**config.mk**
```make
export PLATFORM = sky130hd
export DESIGN_NAME = flash_guard
export DESIGN_NICKNAME = d
export VERILOG_FILES = /design/src/rtl/fg_pkg.sv /design/src/rtl/fg_control.sv /design/src/rtl/fg_datapath.sv /design/src/rtl/flash_guard.sv
export SDC_FILE = /design/constraint.sdc
export NUM_CORES = 1
export LEC_CHECK = 0
export BUFFER_PORTS_ARGS = -buffer_cell sky130_fd_sc_hd__buf_2
export CAP_MARGIN = 20
export CORE_AREA = 2 2 41 43
export CTS_CLUSTER_SIZE = 25
export DETAILED_ROUTE_END_ITERATION = 16
export DIE_AREA = 0 0 43 45
export GPL_TIMING_DRIVEN = 0
export PLACE_DENSITY = 0.71
export SYNTH_ARGS = -nofsm -noshare
export SYNTH_HDL_FRONTEND = slang
export SYNTH_SLANG_ARGS = --single-unit
```
**constraint.sdc**
```tcl
create_clock -name clk -period 1.14 [get_ports clk]
set_clock_uncertainty 0.15 [all_clocks]
set_input_delay 0.114 -clock clk [delete_from_list [all_inputs] [get_ports clk]]
set_output_delay 0.114 -clock clk [all_outputs]
set_load 0.05 [all_outputs]
```
**src/rtl/fg_pkg.sv**
```systemverilog
package fg_pkg;
  typedef enum logic [1:0] {
    ACC_FETCH = 2'd0,
    ACC_READ  = 2'd1,
    ACC_WRITE = 2'd2,
    ACC_ERASE = 2'd3
  } accClass_t;

  // Comparator results, datapath to control
  typedef struct packed {
    logic overLimit;
    logic addrLocked;
    logic pcLocked;
  } fgFlags_t;

  // Strobes, control to datapath
  typedef struct packed {
    logic fire;
    logic clrErr;
  } fgStrobes_t;
endpackage

```
**src/rtl/fg_control.sv**
```systemverilog
module fg_control
  import fg_pkg::*;
(
  input  logic       accValid,
  input  accClass_t  accClass,
  input  fgFlags_t   flags,
  input  logic       resetEvent,
  input  logic       resetByFlash,
  output fgStrobes_t str
);
  logic bad;

  always_comb begin
    unique case (accClass)
      ACC_FETCH: bad = flags.overLimit;
      ACC_READ:  bad = flags.overLimit | (flags.addrLocked & ~flags.pcLocked);
      default:   bad = flags.overLimit | flags.addrLocked;
    endcase
    str.fire   = accValid & bad;
    str.clrErr = resetEvent & ~resetByFlash;
  end
endmodule

```
**src/rtl/fg_datapath.sv**
```systemverilog
module fg_datapath
  import fg_pkg::*;
#(
  parameter int          ADDR_W     = 16,
  parameter int          PAGE_SHIFT = 9,
  parameter logic [15:0] CODE_LIMIT = 16'h7BFF
) (
  input  logic                         clk,
  input  logic                         rstN,
  input  logic                         accValid,
  input  accClass_t                    accClass,
  input  logic [ADDR_W-1:0]            accAddr,
  input  logic [ADDR_W-1:0]            fetchPc,
  input  logic                         lockEn,
  input  logic [ADDR_W-PAGE_SHIFT-1:0] lockPage,
  input  logic                         resetEvent,
  input  logic                         resetByFlash,
  input  fgStrobes_t                   str,
  output fgFlags_t                     flags,
  output logic                         reqReset,
  output logic                         flashErr
);
  localparam int PAGE_W = ADDR_W - PAGE_SHIFT;
  localparam logic [ADDR_W-1:0] LIMIT = ADDR_W'(CODE_LIMIT);

  logic [PAGE_W-1:0] addrPage, pcPage;

  assign addrPage         = accAddr[ADDR_W-1:PAGE_SHIFT];
  assign pcPage           = fetchPc[ADDR_W-1:PAGE_SHIFT];
  assign flags.overLimit  = accAddr > LIMIT;
  assign flags.addrLocked = lockEn && (addrPage >= lockPage);
  assign flags.pcLocked   = lockEn && (pcPage >= lockPage);

  always_ff @(posedge clk or negedge rstN) begin
    if (!rstN) begin
      reqReset <= 1'b0;
      flashErr <= 1'b0;
    end else begin
      reqReset <= str.fire;
      if (str.fire)        flashErr <= 1'b1;
      else if (str.clrErr) flashErr <= 1'b0;
    end
  end

  AST_FETCH_LIMIT: assert property (@(posedge clk) disable iff (!rstN)
    accValid && accClass == ACC_FETCH && accAddr > LIMIT |=> reqReset);
  AST_READ_LIMIT: assert property (@(posedge clk) disable iff (!rstN)
    accValid && accClass == ACC_READ && accAddr > LIMIT |=> reqReset);
  AST_WRITE_LIMIT: assert property (@(posedge clk) disable iff (!rstN)
    accValid && accClass[1] && accAddr > LIMIT |=> reqReset);
  AST_LOCKED_WRITE: assert property (@(posedge clk) disable iff (!rstN)
    accValid && accClass[1] && lockEn && (accAddr >> PAGE_SHIFT) >= ADDR_W'(lockPage) |=> reqReset);
  AST_IDLE_QUIET: assert property (@(posedge clk) disable iff (!rstN)
    !accValid |=> !reqReset);
  AST_REQ_FLAG: assert property (@(posedge clk) disable iff (!rstN)
    reqReset |-> flashErr);
  AST_STICKY: assert property (@(posedge clk) disable iff (!rstN)
    flashErr && !resetEvent |=> flashErr);
  AST_CLEAR: assert property (@(posedge clk) disable iff (!rstN)
    resetEvent && !resetByFlash && !accValid |=> !flashErr);
  AST_NO_LOCK: assert property (@(posedge clk) disable iff (!rstN)
    accValid && !lockEn && accAddr <= LIMIT |=> !reqReset);
endmodule

```
**src/rtl/flash_guard.sv**
```systemverilog
module flash_guard
  import fg_pkg::*;
#(
  parameter int          ADDR_W     = 16,
  parameter int          PAGE_SHIFT = 9,
  parameter logic [15:0] CODE_LIMIT = 16'h7BFF
) (
  input  logic                         clk,
  input  logic                         rstN,
  input  logic                         accValid,
  input  logic [1:0]                   accType,
  input  logic [ADDR_W-1:0]            accAddr,
  input  logic [ADDR_W-1:0]            fetchPc,
  input  logic                         lockEn,
  input  logic [ADDR_W-PAGE_SHIFT-1:0] lockPage,
  input  logic                         resetEvent,
  input  logic                         resetByFlash,
  output logic                         reqReset,
  output logic                         flashErr
);
  accClass_t  accClass;
  fgFlags_t   flags;
  fgStrobes_t str;

  assign accClass = accClass_t'(accType);

  fg_control u_ctrl (
    .accValid    (accValid),
    .accClass    (accClass),
    .flags       (flags),
    .resetEvent  (resetEvent),
    .resetByFlash(resetByFlash),
    .str         (str)
  );

  fg_datapath #(
    .ADDR_W    (ADDR_W),
    .PAGE_SHIFT(PAGE_SHIFT),
    .CODE_LIMIT(CODE_LIMIT)
  ) u_dp (
    .clk         (clk),
    .rstN        (rstN),
    .accValid    (accValid),
    .accClass    (accClass),
    .accAddr     (accAddr),
    .fetchPc     (fetchPc),
    .lockEn      (lockEn),
    .lockPage    (lockPage),
    .resetEvent  (resetEvent),
    .resetByFlash(resetByFlash),
    .str         (str),
    .flags       (flags),
    .reqReset    (reqReset),
    .flashErr    (flashErr)
  );
endmodule

```
# Word level (Yosys, flattened, before mapping)
# Index checks and enable logic that the tools add are counted.
# W data, S select, Z words.
[totals]
out_inout_bits = 2
regBits = 2
inputBits = 47
[classes]
reduce_logical = 4
n_lt_le_gt_ge = 3
mux = 3
bitwise_logic = 7
eq_ne = 1
[op_table]
columns = ["cell", "n"]
rows = [
  ["$gt A16 B15 Y1 const B", 1],
  ["$ge A7 B7 Y1", 2],
  ["$and A1 B1 Y1", 3],
  ["$eq A2 B1 Y1 const B", 1],
  ["$logic_and A1 B1 Y1", 2],
  ["$logic_not A2 Y1", 1],
  ["$mux W1", 2],
  ["$not A1 Y1", 2],
  ["$or A1 B1 Y1", 2],
  ["$pmux W1 S2", 1],
  ["$reduce_bool A2 Y1", 1],
]

# Depth between registers and ports, before layout
[depth]
depth_word = 8
ltp_mapped = 6

# Hierarchy
# A second synthesis with hierarchy kept.
[hier_totals]
hier_cells = 52
area_unflattened_um2 = 434.2
[by_module_without_submodules]
columns = ["mod", "area_each_um2", "n_inst", "cells_each"]
rows = [
  ["fg_datapath", 396.6, 1, 47],
  ["fg_control", 37.5, 1, 5],
]

# Least setup slack after synthesis
# Ideal clock, no wire load.
[synth_timing]
path_kind = "input port to flip-flop"
from = "input port accAddr[9]"
to = "register u_dp.flashErr"
slack_ns = -0.163
arrival_ns = 1.018
stages = 6
n_path_buf = 0
t_required_ns = 0.855
setup_ns = 0.135
cell_sequence = "inv_1 -> ha_1 -> nor3b_1 -> o21ai_0 -> a211oi_2 -> o211ai_2"
[synth_via]
elab_chain_len = 7
[synth_rtl]
columns = ["element", "line", "rtl"]
rows = [
  ["from (decl)", "flash_guard.sv:12", "input logic [ADDR_W-1:0] accAddr,"],
  ["$ge A7 B7 Y1", "fg_datapath.sv:31", "assign flags.addrLocked = lockEn && (addrPage >= lockPage);"],
  ["$logic_and A1 B1 Y1", "fg_datapath.sv:31", ""],
  ["$and A1 B1 Y1", "fg_control.sv:16", "ACC_READ: bad = flags.overLimit | (flags.addrLocked & ~flags.pcLocked);"],
  ["$or A1 B1 Y1", "fg_control.sv:16", ""],
  ["$pmux W1 S2 (*)", "fg_control.sv:14", "unique case (accClass)"],
  ["$and A1 B1 Y1 (*)", "fg_control.sv:19", "str.fire = accValid & bad;"],
  ["$mux W1 or $reduce_bool A2 Y1 (tied branches)", "n/a", ""],
  ["to (signal assigned)", "fg_datapath.sv:37", "flashErr <= 1'b0;"],
  ["to (signal assigned)", "fg_datapath.sv:40", "if (str.fire) flashErr <= 1'b1;"],
  ["to (signal assigned)", "fg_datapath.sv:41", "else if (str.clrErr) flashErr <= 1'b0;"],
  ["to (decl)", "fg_datapath.sv:21", "output logic flashErr"],
]
# Mark *: on every way between the ends. The rest lies on a longest branch, timed or not.
# A chain may end at the register's enable or synchronous reset.

# Final worst setup path
[layout_timing]
from = "input port lockPage[5]"
to = "register u_dp.flashErr"
[layout_via]
elab_chain_len = 8
[layout_rtl]
columns = ["element", "line", "rtl"]
rows = [
  ["from (decl)", "flash_guard.sv:15", "input logic [ADDR_W-PAGE_SHIFT-1:0] lockPage,"],
  ["$ge A7 B7 Y1", "fg_datapath.sv:32", "assign flags.pcLocked = lockEn && (pcPage >= lockPage);"],
  ["$logic_and A1 B1 Y1", "fg_datapath.sv:32", ""],
  ["$not A1 Y1", "fg_control.sv:16", ""],
  ["$and A1 B1 Y1", "fg_control.sv:16", ""],
  ["$or A1 B1 Y1", "fg_control.sv:16", ""],
  ["$pmux W1 S2 (*)", "fg_control.sv:14", ""],
  ["$and A1 B1 Y1 (*)", "fg_control.sv:19", ""],
  ["$mux W1 or $reduce_bool A2 Y1 (tied branches)", "n/a", ""],
]
# Marks and branches as above.

==> qor.yml <==
crit_end: "u_dp.flashErr$_DFFE_PN0P_"
cts_setup_buffers: 0
die_w_microns: 43
synth_top_area_share_pct: 40.6
critPathLaunchType: "primary input"
period_minus_slack_ps: 1150
yosys_warnings: 0
ys_types: 18
vias_per_cell: 4.73
ant_nets: 0
stdcell_count: 104
place_congestion: 0.695
die_area_sq_um: 1940
yosysSeqAreaShare_pct: 11.6
worst_slew_pin_slew_ps: 289
powerDensity_nw_per_um2: 643
vias: 492
io_buffer_count: 30
fmax_mhz: 873
grt_first_pass_wirelength_microns: 1990
synthesis.nets: 114
antenna_found_initial: 0
cts_tree: "yes"
yosys.area.top_type: "ha_1"
num_rows: 14
finalCritPeriodShare_pct: 101
rr_endpoint: "u_dp.flashErr$_DFFE_PN0P_"
power_w: 0.000514
first_pass_iters: 2
slew_violations: 0
dp_hpwl_microns: 1020
cp_max_fo: 2
grt-ovfl-total: 0
finalNetCount: 151
clock_path_buffers: 2
drt-met1-wl_microns: 472
violations: "setup timing"
synth-seq-cells: 2
synth_area_leaders: "ha_1 (41%), dfrtp_1 (12%), inv_1 (8.7%)"
drive_above_1_share_pct: 61.4
numCtsBuffers: 3
wl_met2_microns: 590
rsz0062_at_grt: "yes"
syn_inst: 53
max-slew-margin-rel_pct: 80.5
worstPathRequired_ps: 1140
status: "finished with violations"
timing.final.hold_violations: 0
crit_type: "primary input to register"
start_util_pct: 29.3
hold_class: "primary input to async pin"
drv_cap: 0
root_buffer: "clkbuf_4"
drc: 0
clk_latency_ps: 230
clkTransAtPathRegs_ps: 30
place_inst: 99
finalWirelength_microns: 1130
coreArea_sq_um: 1470
setup_violations: 1
fp.dieH_microns: 45
crit_start: "lockPage[5]"
place_ws_ps: -282
cts.htree.levels: 1
critPathArrivalTime_ps: 1150
worst-r2r-cell-count: 2
pin_count: 49
wl_per_cell_microns: 10.8
leakage_nw: 0.372
highest_layer: "met3"
vdd_drop_max_mv: 0.398
dr_wl_met3_microns: 62
r2r_start: "u_dp.flashErr$_DFFE_PN0P_"
diodes: 0
r2r_slack_ps: 290
avgSynthCellArea_sq_um: 8.14
grt_usage_pct: 13.8
area_growth_pct: 85.2
clock-sinks: 2
drt-initial-drc-count: 1
post-route-worst-setup-slack_ps: -6.08
cp-end-kind: "register"
grt_pass1_vias: 525
grt_max_degree: 4
syn_area_sq_um: 432
-- report_power, final --
part	switching, W	internal, W	leakage, nW
sequential	0.00000311	0.0000793	0.0236
combinational	0.000136	0.000129	0.335
clock	0.0000486	0.000117	0.0138
-- flip-flops by register name (all words and copies together) (netlist names) --
name,cells
u_dp.flashErr,1
u_dp.reqReset,1
-- logic make-up after synthesis --
logic type	share of synthesized area, %
fa+ha+maj	40.6
simple gates	17.4
compound gates	21.7
buf+inv	8.70
flops	11.6
-- layer usage --
layer,vias up,track usage [%]
met5,-,0
met4,0,5.45
met3,0,2.80
met2,14,25.5
met1,216,15.6
li1,262,-
-- how the worst min path moves through the flow --
stage	slack, ps	cells past startpoint	to
3_3_place_gp	-250	1	u_dp.flashErr$_DFFE_PN0P_
5_1_grt	60	2	u_dp.flashErr$_DFFE_PN0P_
6_report	40	2	u_dp.flashErr$_DFFE_PN0P_
3_5_place_dp	-250	1	u_dp.reqReset$_DFF_PN0_
4_1_cts	30	2	u_dp.flashErr$_DFFE_PN0P_
2_1_floorplan	-330	0	u_dp.flashErr$_DFFE_PN0P_
-- critical path, cell delays in order --
cell and delay [ps]:
buf_2 100, inv_2 80, ha_4 210, nand3_1 90, a41oi_2 100, a211o_1 280, o211ai_2 160
-- layout by cell type, fill, tap and decap left out --
cell type / synthesis / final
nor2b_1: 1 / 1
o211ai_2: 1 / 1
nand3_1: 2 / 2
nor3b_2: 1 / 2
a21oi_1: 1 / 1
dlygate4sd3_1: 0 / 2
ha_4: 0 / 9
o21ai_0: 5 / 2
inv_6: 0 / 2
o2111a_1: 1 / 1
inv_1: 10 / 3
o21ai_1: 2 / 5
clkbuf_4: 0 / 3
nand2_1: 3 / 3
inv_4: 0 / 3
a211o_1: 1 / 1
a211oi_2: 1 / 1
buf_2: 0 / 28
a41oi_2: 0 / 1
inv_2: 0 / 2
dfrtp_1: 2 / 2
nand4b_1: 1 / 1
buf_6: 0 / 2
ha_1: 14 / 5
nor2_1: 5 / 5
-- Yosys cell counts, drive strengths merged --
| cell | n |
|---|---|
| a211oi | 1 |
| nand2 | 3 |
| nand3 | 2 |
| a211o | 1 |
| nor2b | 1 |
| inv | 10 |
| nand4b | 1 |
| nor3b | 2 |
| a21oi | 1 |
| a41oi | 1 |
| ha | 14 |
| o21ai | 7 |
| o2111a | 1 |
| o211ai | 1 |
| dfrtp | 2 |
| nor2 | 5 |
-- layout make-up --
cell class,count,area (sq um)
tap,16,20.0
sequential,2,50.0
inverter,10,55.1
multi-input combinational,41,469
fill,144,672
timing repair buffer,32,183
clock buffer,3,22.5
-- stage by stage --
| step | TNS [ps] | util (%) | hold WS, ps | cell area (sq um) |
|---|---|---|---|---|
| 3_3_place_gp | -590 | 50.4 | -250 | 742 |
| 6_report | -6.08 | 54.3 | 41.6 | 800 |
| 4_1_cts | 0 | 53.3 | 34.1 | 785 |
| 5_1_grt | -168 | 54.3 | 58.0 | 800 |
| 3_5_place_dp | -536 | 50.4 | -249 | 742 |
| 2_1_floorplan | -110 | - | -332 | 572 |
-- repair_timing --
item / 4_1_cts / 5_1_grt
pin swaps: 4 / 5
resized for setup: 1 / 4
setup endpoints to repair: 2 / 2
endpoints found under the hold margin: 3 / 0
hold buffers: 2 / 0
Note: power is estimated with default switching activity, not from simulation.
